--- config.mk ---
export PLATFORM = sky130hd
export DESIGN_NAME = nfm_addr_track
export DESIGN_NICKNAME = d
export VERILOG_FILES = /design/src/rtl/nfm_pkg.sv /design/src/rtl/nfm_addr_track.sv
export SDC_FILE = /design/constraint.sdc
export NUM_CORES = 1
export LEC_CHECK = 0
export BUFFER_PORTS_ARGS = -buffer_cell sky130_fd_sc_hd__buf_2
export CAP_MARGIN = 10
export CORE_MARGIN = 8
export CORE_UTILIZATION = 45
export CTS_CLUSTER_DIAMETER = 80
export DETAILED_ROUTE_END_ITERATION = 8
export HOLD_SLACK_MARGIN = 0.05
export PLACE_DENSITY = 0.68
export SETUP_SLACK_MARGIN = 0.1
export SLEW_MARGIN = 20
export SYNTH_ARGS = -nofsm -noshare
export SYNTH_HDL_FRONTEND = slang
export SYNTH_SLANG_ARGS = --single-unit
--- constraint.sdc ---
create_clock -name clk -period 2.3 [get_ports clk]
set_input_delay 0.345 -clock clk [delete_from_list [all_inputs] [get_ports clk]]
set_output_delay 0.345 -clock clk [all_outputs]
set_load 0.01 [all_outputs]
--- src/rtl/nfm_pkg.sv ---
package nfm_pkg;

  typedef enum logic [2:0] {
    ST_IDLE  = 3'd0,
    ST_READ  = 3'd1,
    ST_PROG  = 3'd2,
    ST_ERASE = 3'd3,
    ST_STAT  = 3'd4,
    ST_ID0   = 3'd5,
    ST_ID1   = 3'd6
  } nfm_state_e;

  localparam logic [7:0] OP_READ   = 8'h00;
  localparam logic [7:0] OP_AREA1  = 8'h01;
  localparam logic [7:0] OP_AREA2  = 8'h50;
  localparam logic [7:0] OP_PCONF  = 8'h10;
  localparam logic [7:0] OP_ESETUP = 8'h60;
  localparam logic [7:0] OP_PSETUP = 8'h80;
  localparam logic [7:0] OP_ECONF  = 8'hD0;
  localparam logic [7:0] OP_RESET  = 8'hFF;
  localparam logic [7:0] OP_STATUS = 8'h70;
  localparam logic [7:0] OP_IDENT  = 8'h90;

  localparam int          ACNT_W    = 3;
  localparam logic [2:0]  ACNT_COL0 = 3'd0;
  localparam logic [2:0]  ACNT_ROW0 = 3'd2;
  localparam logic [2:0]  ACNT_DONE = 3'd6;

  localparam int          COL_W     = 16;

endpackage

--- src/rtl/nfm_addr_track.sv ---
module nfm_addr_track #(
  parameter bit LARGE_PAGE = 1'b0,
  parameter int ROW_W      = 3,
  parameter int PPB_LOG2   = 1
) (
  input  logic             clk,
  input  logic             rst_n,
  input  logic             ld_cnt,
  input  logic [2:0]       ld_val,
  input  logic             area_set,
  input  logic [1:0]       area_val,
  input  logic             clr_all,
  input  logic             blk_align,
  input  logic             col_inc,
  input  logic             addr_go,
  input  logic [7:0]       addr_byte,
  output logic [15:0]      col_q,
  output logic [ROW_W-1:0] row_q,
  output logic [2:0]       acnt_q
);
  import nfm_pkg::*;

  localparam logic [ROW_W-1:0] PG_MASK = ROW_W'((1 << PPB_LOG2) - 1);

  logic [15:0]      col_d;
  logic [ROW_W-1:0] row_d;
  logic [2:0]       acnt_d, acnt_m2;
  logic [1:0]       area_q, area_d;
  logic [31:0]      row_x, byte_mask, byte_put;
  logic             upd;

  assign upd     = clr_all | area_set | ld_cnt | blk_align | col_inc | addr_go;
  assign acnt_m2 = acnt_q - ACNT_ROW0;

  always_comb begin
    col_d     = col_q;
    row_d     = row_q;
    acnt_d    = acnt_q;
    area_d    = area_q;
    row_x     = {{(32-ROW_W){1'b0}}, row_q};
    byte_mask = 32'h0;
    byte_put  = 32'h0;
    if (clr_all) begin
      row_d  = '0;
      col_d  = '0;
      area_d = 2'd0;
    end
    if (area_set)  area_d = area_val;
    if (ld_cnt)    acnt_d = ld_val;
    if (blk_align) row_d  = row_q & ~PG_MASK;
    if (col_inc)   col_d  = col_q + 16'd1;
    if (addr_go && (acnt_q < ACNT_DONE)) begin
      acnt_d = acnt_q + 3'd1;
      if (acnt_q == ACNT_COL0) begin
        if (!LARGE_PAGE) begin
          col_d  = {6'b0, area_q, addr_byte};
          acnt_d = ACNT_ROW0;
          area_d = {area_q[1], 1'b0};
        end else begin
          col_d = {col_q[15:8], addr_byte};
        end
      end else if (acnt_q == 3'd1) begin
        col_d = {addr_byte, col_q[7:0]};
      end else begin
        byte_mask = 32'h0000_00FF << {acnt_m2[1:0], 3'b000};
        byte_put  = {24'h0, addr_byte} << {acnt_m2[1:0], 3'b000};
        row_x     = (row_x & ~byte_mask) | byte_put;
        row_d     = row_x[ROW_W-1:0];
      end
    end
  end

  always_ff @(posedge clk or negedge rst_n) begin
    if (!rst_n) begin
      col_q  <= '0;
      row_q  <= '0;
      acnt_q <= ACNT_DONE;
      area_q <= 2'd0;
    end else if (upd) begin
      col_q  <= col_d;
      row_q  <= row_d;
      acnt_q <= acnt_d;
      area_q <= area_d;
    end
  end

endmodule

### After elaboration in Yosys (flattened, before gate mapping)

Index checks and enable logic that the tools add are counted.

| cells by class | value |
|---|---|
| add/sub/neg operators | 3 |
| order comparisons | 1 |
| equality and inequality tests | 3 |
| shift operators | 2 |
| muxes and demuxes | 17 |
| bitwise operators | 8 |
| reduce and logical (&&, ||, !) cells | 6 |

Operators by type and width:

| cell | count |
|---|---|
| $mux W16 | 5 |
| $mux W3 | 8 |
| $add A16 B1 Y16 const B | 1 |
| $mux W2 | 4 |
| $shl A8 B5 Y3 | 1 |
| $shl A8 B5 Y3 const A | 1 |
| $reduce_and A2 Y1 | 3 |
| $or A1 B1 Y1 | 5 |
| $add A3 B1 Y3 const B | 1 |
| $and A3 B3 Y3 | 1 |
| $eq A3 B1 Y1 const B | 1 |
| $logic_not A3 Y1 | 1 |
| $lt A3 B3 Y1 const B | 1 |
| $ne A3 B3 Y1 const B | 1 |
| $not A3 Y3 | 1 |
| $or A3 B3 Y3 | 1 |
| $ne A2 B2 Y1 const B | 1 |
| $reduce_bool A2 Y1 | 1 |
| $sub A2 B2 Y2 const B | 1 |
| $logic_and A1 B1 Y1 | 1 |

| word-level totals | value |
|---|---|
| flip-flop bits (word level) | 24 |
| input bits | 21 |
| output and inout bits | 22 |
| logic and storage cells | 46 |

### Depth between registers and ports, before layout

Gate-level depths: netlist (run 1).

| logic depth | value |
|---|---|
| depth in word-level cells | 8 |
| gate-level depth with buffers | 8 |
| mapped depth without buffers | 7 |

### Least setup slack after synthesis (run 1)

Ideal clock, no wire load.

| path | value |
|---|---|
| path kind | register to register |
| start point | register acnt_q[1] |
| end point | register col_q[0] |
| library setup time | 0.126 ns |
| data arrival time | 2.036 ns |
| required time | 2.174 ns |
| setup slack | 0.138 ns |
| cell stages (with the launch flop) | 8 |
| path buffers | 1 |
| period minus slack after synthesis | 2.162 ns |
| cell sequence | dfstp_2 > inv_1 > ha_1 > nor4bb_1 > clkbuf_1 > a21oi_1 > o31ai_1 > a221o_1 |

| on the way | value |
|---|---|
| cells in the longest elaborated chain, start to end | 4 |
| elaborated cells between the ends (all ways) | 8 |
| classes of those cells | 1 x order compare; 2 x eq/ne; 2 x mux; 3 x reduce/logical |

Ends and longest elaborated chain:

| element | RTL line | text |
|---|---|---|
| start, declared | nfm_addr_track.sv:19 | `output logic [2:0] acnt_q` |
| start signal, assigned | nfm_addr_track.sv:82 | `acnt_q <= acnt_d;` |
| $lt A3 B3 Y1 | nfm_addr_track.sv:52 | `if (addr_go && (acnt_q < ACNT_DONE)) begin` |
| $logic_and A1 B1 Y1 | nfm_addr_track.sv:52 |  |
| $ne A3 B3 Y1 (no line) | -- |  |
| $reduce_and A2 Y1 (no line) | -- |  |
| end signal, assigned | nfm_addr_track.sv:80 | `col_q <= col_d;` |
| end, declared | nfm_addr_track.sv:17 | `output logic [15:0] col_q,` |

Several ways; a longest one is shown, not always the timed one.
A chain may end at the register's enable or synchronous reset.

### Final worst setup path (run 1)

| path | value |
|---|---|
| start point | register acnt_q[1] |
| end point | register col_q[7] |

Same word-level chain as after synthesis.

==> results of run 1 <==
==> cells by family (layout without fill, tap and decap cells) <==
logic type,after synthesis,after routing,synth area share [%]
AOI/OAI and AO/OA,50,50,20.6
adders and majority gates,5,5,3.95
DFF,24,24,38.1
buffers and inverters,10,56,3.08
muxes,9,9,5.77
and+or+nand+nor,85,85,28.5
==> layout make-up <==
cell class / instances / area [µm²]
clock buffer: 4 / 26.3
tap: 46 / 57.6
sequential: 24 / 603
fill: 336 / 1480
inverter: 5 / 18.8
multi-input combinational: 149 / 932
timing repair buffer: 47 / 250
==> power by group <==
group	leakage, µW	switching (µW)	internal, µW
clock network	0.0000150	144	68.0
logic	0.000532	483	381
registers	0.000314	216	586
total	0.000861	843	1030
==> how the worst max path moves through the flow <==
stage	startpoint	end	slack (ps)	depth (start not counted)
floorplan	acnt_q[1]	col_q[0]	140	7
global placement	col_q[0]	col_q[14]	230	6
detailed placement	acnt_q[1]	col_q[4]	240	8
CTS	acnt_q[1]	col_q[7]	230	8
global route	acnt_q[1]	col_q[7]	120	8
finish	acnt_q[1]	col_q[7]	210	8
==> per-layer routing <==
metal,GRT usage [%],share of wire [%],vias to the layer above
met4,3.84,0.89,0
met5,0,0,-
met1,20.7,45,769
met2,25.9,46,53
li1,-,-,778
met3,3.29,7.9,5
==> stage by stage <==
| step | std cells | utilization [%] | area (µm²) | hold WS [ps] | setup WS, ps |
|---|---|---|---|---|---|
| 4_1_cts | 275 | 56.1 | 1890 | 241 | 228 |
| 3_5_place_dp | 270 | 55.1 | 1850 | 364 | 242 |
| 2_1_floorplan | 183 | - | 1580 | 49.4 | 138 |
| 5_1_grt | 275 | 56.1 | 1890 | 234 | 123 |
| 3_3_place_gp | 270 | 55.1 | 1850 | 369 | 229 |
| 6_report | 275 | 56.1 | 1890 | 234 | 206 |
==> worst max-delay path: stages (launching register included) <==
cell	delay [ps]
dfstp_2	610
inv_1	70
ha_1	260
nor4bb_1	170
buf_4	180
a21oi_1	130
buf_4	180
o21ai_0	90
a221o_1	300
==> layout by cell type, fill, tap and decap left out, types with 3 or more instances in the layout <==
master,count
ha_1,5
nand4_1,4
buf_4,4
dfrtp_1,22
o21ai_0,15
a22oi_1,4
nand3b_1,3
nand2b_1,3
a21oi_1,12
nand2_1,25
mux2i_1,8
nand3_1,10
nor2_1,16
a221o_1,6
nor3_1,4
clkbuf_4,3
inv_1,5
nor2b_1,5
nor4_1,4
buf_2,42
==> what timing repair did <==
action	CTS	global route
hold buffers	1	0
setup endpoints to repair	0	1
endpoints found under the hold margin	22	0
==> reports/metrics.cfg, run 1 <==
[status]
status = completed

[sta]
final_max_slew_viol_count = 0
fmax_mhz = 478
hold_viol = 0
timing.final.crit_share_pct = 91.1
grt_setup_unrepaired = false
max-slew-margin-rel_pct = 47.7
tightestPinTransition_ps = 784
skew_ps = 3.39
final-setup-viol-count = 0
setup_tns_ps = 0
min_period_ps = 2090

[yosys]
avgSynthCellArea_um2 = 8.66
synth_cells = 183
synth.cell_area_um2 = 1580
syn-num-nets = 209
netlist_top_cells_count = nand2_1, dfrtp_1, nor2_1
ys_ff_latch = 24
yosysMostFrequentCell = nand2_1
async_reset_ff_share_pct = 100
ys_seq_area_share_pct = 38.1
synth-main-ff-cell = dfrtp_1
yosys-top-cells-area = dfrtp_1, nand2_1, mux2i_1
synth_top_area_share_pct = 34.8
yosysWarnings = 0
ys_types = 42
synth_edf_count = 0
synth_top_cell_by_area = dfrtp_1

[routing]
vias_per_cell = 5.84
wire_per_inst_um = 15.9
ant_nets = 0
dr.pass1.iters = 5
wl_mm = 4.36
drt_drc_violations_left = 0
drt-initial-drc-count = 157
vias = 1605

[floorplanning]
start_util_pct = 47.1
core_area_um2 = 3360
die_area_um2 = 5670
fp-row-count = 21
die_y_um = 75.3
pin_count = 43
die-width_um = 75.3

[critical_path]
path_max_fanout = 10
rrSetupSlack_ps = 210
worst-setup-path-type = flip-flop to flip-flop
cp.required_ps = 2530
worstPathArrival_ps = 2330
r2r_cells = 8
endpoint_kind = flip-flop
reg2reg_to = col_q[7]
start_kind = flip-flop
rr_startpoint = acnt_q[1]

[placed_design]
dpl.hpwl_mm = 3.35
port-buffer-count = 42
globalplace.congestion = 0.869

[clocking]
cts_buffer_depth = 2
cts_setup_buffers = 0
ctsResizeCount = 0
ctsHtreeMaxLevel = 1
path_clk_slew_ps = 150
cts_tree = built
cts-root-buf = clkbuf_4
cts_sinks = 24
numCtsBuffers = 3
clkLatencyLatePin_ps = 330

[cells_and_area]
syn_to_final_growth_pct = 19.2
num_antenna_cells = 0
drive_gt1_share_pct = 24.5
final_nets = 256

[global_route]
grt_pass1_vias = 1528
gr-total-overflow = 0
grt_start_max_net_pins = 25
grt_usage_pct = 15.8
grt_pass1_wl_mm = 7.07
grt_antenna_before_repair = 0

[worst_hold_path]
hold-path-endpoint = area_q[1]
hp-start = area_val[1]
hold_depth = 3
hold_path_class = primary input to flip-flop

[power_and_ir_drop]
total_power_uw = 1880
p_leak_uw = 0.000861
power.density_nw_per_um2 = 994
peakVddDrop_mv = 0.466

[run]
max-cap-violations = 0

No activity file was read; power rests on OpenSTA's default activity.
==> run 2: changes to the inputs <==
Settings changed: ABC_AREA set to 1, CORE_ASPECT_RATIO set to 0.5, PLACE_DENSITY 0.68 to 0.69.
Clock period 2.3 ns to 1.7 ns, I/O delays scaled along.
==> run 2 against run 1 <==
Clock-buffer cell count stayed put. Area after synthesis is 14% higher. Combinational power is 120% higher. Critical path depth stayed put. Die area is 13% higher. First-iteration DRC count is 33% lower. Worst setup slack worse by 120 ps. Via count is 21% higher. Non-clock buffer count is 16 higher. Wire length is 25% higher. Largest cell class unchanged.
==> reports/metrics.cfg, run 2 <==
[yosys]
synth_compound_area_share_pct = 13.5  ; -7.1 points
synth_simple_gate_area_share_pct = 38.5  ; +10 points
avgSynthCellArea_um2 = 6.90  ; -20%
ys_seq_area_share_pct = 33.4  ; -4.7 points
ys_ff_latch = 24  ; unchanged
yosysWarnings = 0  ; unchanged
yosysMostFrequentCell = nand2_1
synth_fa_ha_area_share_pct = 3.46  ; -0.49 points
synth-main-ff-cell = dfrtp_1
muxShareOfSynthArea_pct = 0  ; -5.8 points
synth_top_cell_by_area = dfrtp_1
synth_cells = 262  ; +43%
synth_top_family_by_area = simple AND/OR/NAND/NOR gates
synth_edf_count = 0  ; unchanged
synth_top_area_share_pct = 30.4  ; -4.3 points
yosys-top-cells-area = dfrtp_1, nand2_1, nand3_1
syn-num-nets = 288  ; +38%
netlist_top_cells_count = nand2_1, nand3_1, inv_1
synth.cell_area_um2 = 1810  ; +14%
synth_xor_area_share_pct = 0.484  ; +0.48 points
ys_types = 37  ; -12%
async_reset_ff_share_pct = 100  ; unchanged

[clocking]
cts-root-buf = clkbuf_8
cts_tree = built
cts_buffer_depth = 2  ; unchanged
cts_sinks = 24  ; unchanged
clkLatencyLatePin_ps = 270  ; -60 ps
ctsHtreeMaxLevel = 1  ; unchanged
path_clk_slew_ps = 90  ; -60 ps
numCtsBuffers = 3  ; unchanged

[global_route]
grt_util_met2_pct = 27.0  ; +1.1 points
busiest_layer = met2
grt_start_max_net_pins = 25  ; unchanged
gr-total-overflow = 0  ; unchanged
grt_pass1_vias = 1890  ; +24%
grt_usage_pct = 16.9  ; +1.1 points
grt_pass1_wl_mm = 8.83  ; +25%
met1_usage_pct = 22.6  ; +1.9 points
use_met3_pct = 4.56  ; +1.3 points
grt_antenna_before_repair = 0  ; unchanged

[cells_and_area]
drive_gt1_share_pct = 34.3  ; +9.8 points
final_common_cell = nand2_1
num_antenna_cells = 0  ; unchanged
syn_to_final_growth_pct = 33.1
fin_util_pct = 62.0  ; +5.8 points
final_cell_mix = nand2_1, buf_2, nand3_1
final_nets = 351  ; +37%

[sta]
tightestPinTransition_ps = 585  ; -199 ps
min_period_ps = 1620  ; -477 ps
timing.final.crit_share_pct = 95.1  ; +4.1 points
final-setup-viol-count = 0  ; unchanged
hold_viol = 0  ; unchanged
layout_setup_ws_ps = 82.8  ; -123 ps
skew_ps = 4.43  ; +1.04 ps
grt_setup_unrepaired = true
fmax_mhz = 618  ; +29%
final_max_slew_viol_count = 0  ; unchanged
max-slew-margin-rel_pct = 61.0  ; +13 points

[placed_design]
port-buffer-count = 42  ; unchanged
globalplace.congestion = 0.870  ; about the same
dpl.hpwl_mm = 4.09  ; +22%
pre_cts_ws_ps = -2.41  ; -245 ps

[power_and_ir_drop]
p_switching_uw = 1540  ; +82%
power.density_nw_per_um2 = 1380  ; +39%
p_int_uw = 1790  ; +73%
pwr-share-seq_pct = 32.4  ; -10 points
swShare_pct = 46.1  ; +1.3 points
power_frac_comb_pct = 56.6  ; +11 points
peakVddDrop_mv = 0.691  ; +48%
clock_power_share_pct = 11.0  ; -0.3 points
p_leak_uw = 0.00124  ; +45%

[routing]
vias = 1945  ; +21%
vias_per_cell = 5.15  ; -12%
drt_drc_violations_left = 0  ; unchanged
wl_mm = 5.46  ; +25%
dr.pass1.iters = 4  ; -1
wire_per_inst_um = 14.5  ; -8.8%
drt-initial-drc-count = 105  ; -33%
ant_nets = 0  ; unchanged

[critical_path]
worst-setup-path-type = flip-flop to flip-flop
path_common_cell = buf_4
rrSetupSlack_ps = 80  ; -120 ps
start_kind = flip-flop
worstPathCellList = buf_4 -> nand2_4 -> nand2_4 -> nor2_4 -> buf_4 -> buf_4 -> a22oi_2 -> a21oi_1
cp.required_ps = 1850  ; -680 ps
endpoint_kind = flip-flop
critical_path.slowest_cell = dfstp_2
max_stage_delay_ps = 570  ; -40 ps
path_max_fanout = 7  ; -3
worstPathArrival_ps = 1770  ; -560 ps

[floorplanning]
pin_count = 43  ; unchanged
die-width_um = 106  ; +40%
start_util_pct = 46.6  ; -0.55 points
fp-row-count = 16  ; -24%
die_area_um2 = 6430  ; +13%
core_area_um2 = 3880  ; +15%
die_y_um = 60.8  ; -19%

[worst_hold_path]
hold_path_class = primary input to flip-flop

[run]
max-cap-violations = 0  ; unchanged

[status]
status = completed

[run 2: area by class of cell]
cell class / count / area [µm²]
clock buffers: 4 / 45.0
fillers: 378 / 1480
inverters: 40 / 170
well taps: 54 / 67.6
multi-input cells: 193 / 1130
repair buffers: 63 / 385
flip-flops and latches: 24 / 604
[run 2: metal layers]
metal	share of wire, %	vias up
li1	-	987
met2	45	64
met1	47	892
met5	0	-
met4	0.38	0
met3	7.3	2
[run 2: final timing paths]
path | startpoint | cells after the start | end
min in group asynchronous | rst_n | 2 | col_q[10]
max | acnt_q[1] | 8 | acnt_q[0]
min | addr_byte[7] | 3 | col_q[7]
max in group asynchronous | rst_n | 2 | col_q[2]
max reg2reg | acnt_q[1] | 8 | acnt_q[0]
min reg2reg | flip-flop | 2 | flip-flop
[run 2: cells by family (layout without fill, tap and decap cells)]
logic type / Yosys count / in the layout
AND/OR/NAND/NOR: 146 / 146
adder cells (fa/ha/maj): 5 / 5
buffers and inverters: 45 / 107
XOR/XNOR: 1 / 1
AO/OA/AOI/OAI: 41 / 41
flip-flops: 24 / 24
[run 2: repair_timing]
action,4_1_cts,5_1_grt
hold buffers,1,0
setup buffers,5,8
setup endpoints to repair,11,21
hold endpoints to repair,22,0
gates resized for setup,7,40
pin swaps,5,11
[run 2: power by group through the flow]
stage	clock network, µW	logic, µW	registers, µW
floorplan	0	891	1140
global placement	0	1450	1070
detailed placement	0	1470	1070
CTS	385	1600	1050
global route	402	2100	1110
finish	366	1890	1080
[run 2: worst max-delay path: cells and delay by family, from the launching register on]
| family | cells | cell delay, ps |
|---|---|---|
| and+or+nand+nor | 3 | 310 |
| AOI/OAI and AO/OA | 2 | 210 |
| DFF | 1 | 570 |
| buffers and inverters | 3 | 410 |
[run 2: per-stage QoR]
stage               cell area, µm²  hold WS [ps]  setup TNS, ps  cells  total power, µW
finish                        2410           217              0    378             3330
global route                  2410           216          -50.5    378             3610
CTS                           2220           206              0    370             3040
detailed placement            2100           291          -2.41    360             2550
global placement              2100           285              0    360             2520
floorplan                     1810         -40.6              0    262             2030
==> run 3: changes to the inputs <==
Settings changed: CAP_MARGIN 10 to not set, CORE_ASPECT_RATIO 0.5 to not set.
==> run 3 against run 2 <==
Die area decreased by 1.9%. Clock-buffer cell count unchanged. Wire length decreased by 0.97%. Maximum frequency rose by 2.5%. Cell count fell by 2.4%. Utilization is 3.2 points lower. First-iteration DRC count grew 49%. Worst setup slack improved by 39 ps. Clock power up 13%. Global-route usage increased by 0.45 points. Via count decreased by 1.8%. Clock skew shrank 1.9 ps.
==> reports/metrics.cfg, run 3 (same netlist as run 2, synthesis figures left out) <==
[clocking]
cts-root-buf = clkbuf_8
path_clk_slew_ps = 90  ; about the same
cts_tree = built
clkLatencyLatePin_ps = 280  ; about the same
cts_buffer_depth = 2  ; unchanged
cts_sinks = 24  ; unchanged
ctsHtreeMaxLevel = 1  ; unchanged
numCtsBuffers = 3  ; unchanged

[global_route]
grt_pass1_wl_mm = 8.83  ; about the same
gr-total-overflow = 0  ; unchanged
grt_start_max_net_pins = 25  ; unchanged
grt_pass1_vias = 1883  ; -0.37%
grt_antenna_before_repair = 0  ; unchanged
grt_usage_pct = 17.4  ; +0.45 points

[critical_path]
reg2reg_to = col_q[10]
path_max_fanout = 4  ; -3
worstPathCellList = inv_2 -> ha_4 -> inv_2 -> nor2_2 -> nor2_4 -> nand2_2 -> inv_1 -> a21oi_1 -> a21oi_2
start_kind = flip-flop
critical_path.slowest_cell = dfstp_2
critPathCapture = col_q[10]
rr_startpoint = acnt_q[1]
path_common_cell = inv_2
rrSetupSlack_ps = 120  ; +40 ps
cp.required_ps = 1910  ; +60 ps
max_stage_delay_ps = 550  ; -20 ps
r2r_cells = 9  ; +1
worst-setup-path-type = flip-flop to flip-flop
endpoint_kind = flip-flop
worstPathArrival_ps = 1790  ; +20 ps
critPathLaunch = acnt_q[1]

[floorplanning]
start_util_pct = 45.9  ; -0.69 points
pin_count = 43  ; unchanged
fp-row-count = 23  ; +7
die-width_um = 79.4  ; -25%
die_area_um2 = 6300  ; -1.9%
die_y_um = 79.4  ; +31%
core_area_um2 = 3940  ; +1.5%

[power_and_ir_drop]
total_power_uw = 3260  ; -2.0%
swShare_pct = 46.2  ; +0.049 points
clock_power_share_pct = 12.7  ; +1.7 points
pwr-share-seq_pct = 32.4  ; about the same
p_leak_uw = 0.00121  ; -2.7%
p_int_uw = 1750  ; -2.1%
power.density_nw_per_um2 = 1410  ; +1.7%
p_switching_uw = 1510  ; -1.9%
power_frac_comb_pct = 54.9  ; -1.7 points
peakVddDrop_mv = 0.887  ; +28%

[cells_and_area]
syn_to_final_growth_pct = 28.2
final_nets = 346  ; -1.4%
num_antenna_cells = 0  ; unchanged
final_common_cell = nand2_1
fin_util_pct = 58.8  ; -3.2 points
final_cell_mix = nand2_1, buf_2, nand3_1
fin_area_um2 = 2320  ; -3.7%
drive_gt1_share_pct = 31.3  ; -2.9 points
fill_cells = 403  ; +6.6%

[routing]
wire_per_inst_um = 14.7  ; +1.4%
dr.pass1.iters = 4  ; unchanged
wl_mm = 5.41  ; -0.97%
drt_drc_violations_left = 0  ; unchanged
ant_nets = 0  ; unchanged
vias_per_cell = 5.18  ; +0.60%
vias = 1910  ; -1.8%
drt-initial-drc-count = 156  ; +49%

[sta]
timing.final.crit_share_pct = 92.8  ; -2.3 points
max-slew-margin-rel_pct = 61.8  ; +0.79 points
grt_setup_unrepaired = true
setup_tns_ps = 0  ; unchanged
hold_viol = 0  ; unchanged
final_max_slew_viol_count = 0  ; unchanged
min_period_ps = 1580  ; -39.4 ps
skew_ps = 2.52  ; -1.91 ps
final-setup-viol-count = 0  ; unchanged
fmax_mhz = 634  ; +2.5%
tightestPinTransition_ps = 574  ; -11.9 ps

[placed_design]
dpl.hpwl_mm = 4.16  ; +1.8%
globalplace.congestion = 0.900  ; +3.5%
placed_area_um2 = 2110  ; +0.48%
port-buffer-count = 42  ; unchanged

[worst_hold_path]
hold_path_class = primary input to flip-flop
hold_depth = 3  ; unchanged
hp-start = addr_byte[1]

[run]
max-cap-violations = 0  ; unchanged

[status]
status = completed

==> run 3: routing by layer <==
metal | track usage [%] | vias to the layer above | wire, µm
met2 | 28.4 | 39 | 2640
met5 | 0 | - | 0
met3 | 2.82 | 5 | 221
met4 | 6.30 | 0 | 63
met1 | 22.4 | 890 | 2490
li1 | - | 976 | -
==> run 3: layout make-up <==
class | count | area (µm²) | area share [%]
tap | 50 | 62.6 | 2.70
clock buffer | 4 | 55.1 | 2.37
inverter | 40 | 163 | 7.02
sequential | 24 | 603 | 26.0
multi-input combinational | 193 | 1100 | 47.4
timing repair buffer | 58 | 337 | 14.5
==> run 3: stage by stage <==
| stage | std cells | setup WS [ps] | hold WS [ps] |
|---|---|---|---|
| global placement | 358 | 74.1 | 300 |
| floorplan | 262 | 118 | -40.6 |
| detailed placement | 358 | -23.5 | 295 |
| global route | 369 | 37.2 | 241 |
| finish | 369 | 122 | 222 |
| CTS | 365 | 102 | 213 |
==> run 3: how the worst min path moves through the flow <==
stage | to | slack, ps
CTS | col_q[7] | 210
finish | flip-flop | 220
floorplan | async pin | -40
global placement | col_q[14] | 300
detailed placement | col_q[14] | 300
global route | col_q[7] | 240
==> run 3: critical path: cells and delay by family (launching register included) <==
| kind | cells | cell delay [ps] |
|---|---|---|
| flip-flops | 1 | 550 |
| buffers and inverters | 3 | 220 |
| adder cells (fa/ha/maj) | 1 | 170 |
| AND/OR/NAND/NOR | 3 | 310 |
| AO/OA/AOI/OAI | 2 | 270 |
==> run 3: repair_timing <==
item,CTS,global route
resized for setup,7,22
hold buffers,1,0
pin swaps,2,7
hold endpoints to repair,22,0
setup endpoints to repair,12,19
gates cloned,0,0
buffers inserted,2,4
==> run 3: power by group through the flow <==
stage                     combinational, µW  sequential (µW)  clock (µW)
after floorplan                         891             1140           0
after global placement                 1530             1050           0
after detailed placement               1570             1050           0
after CTS                              1630             1040         433
after global routing                   1970             1100         450
final                                  1790             1060         414
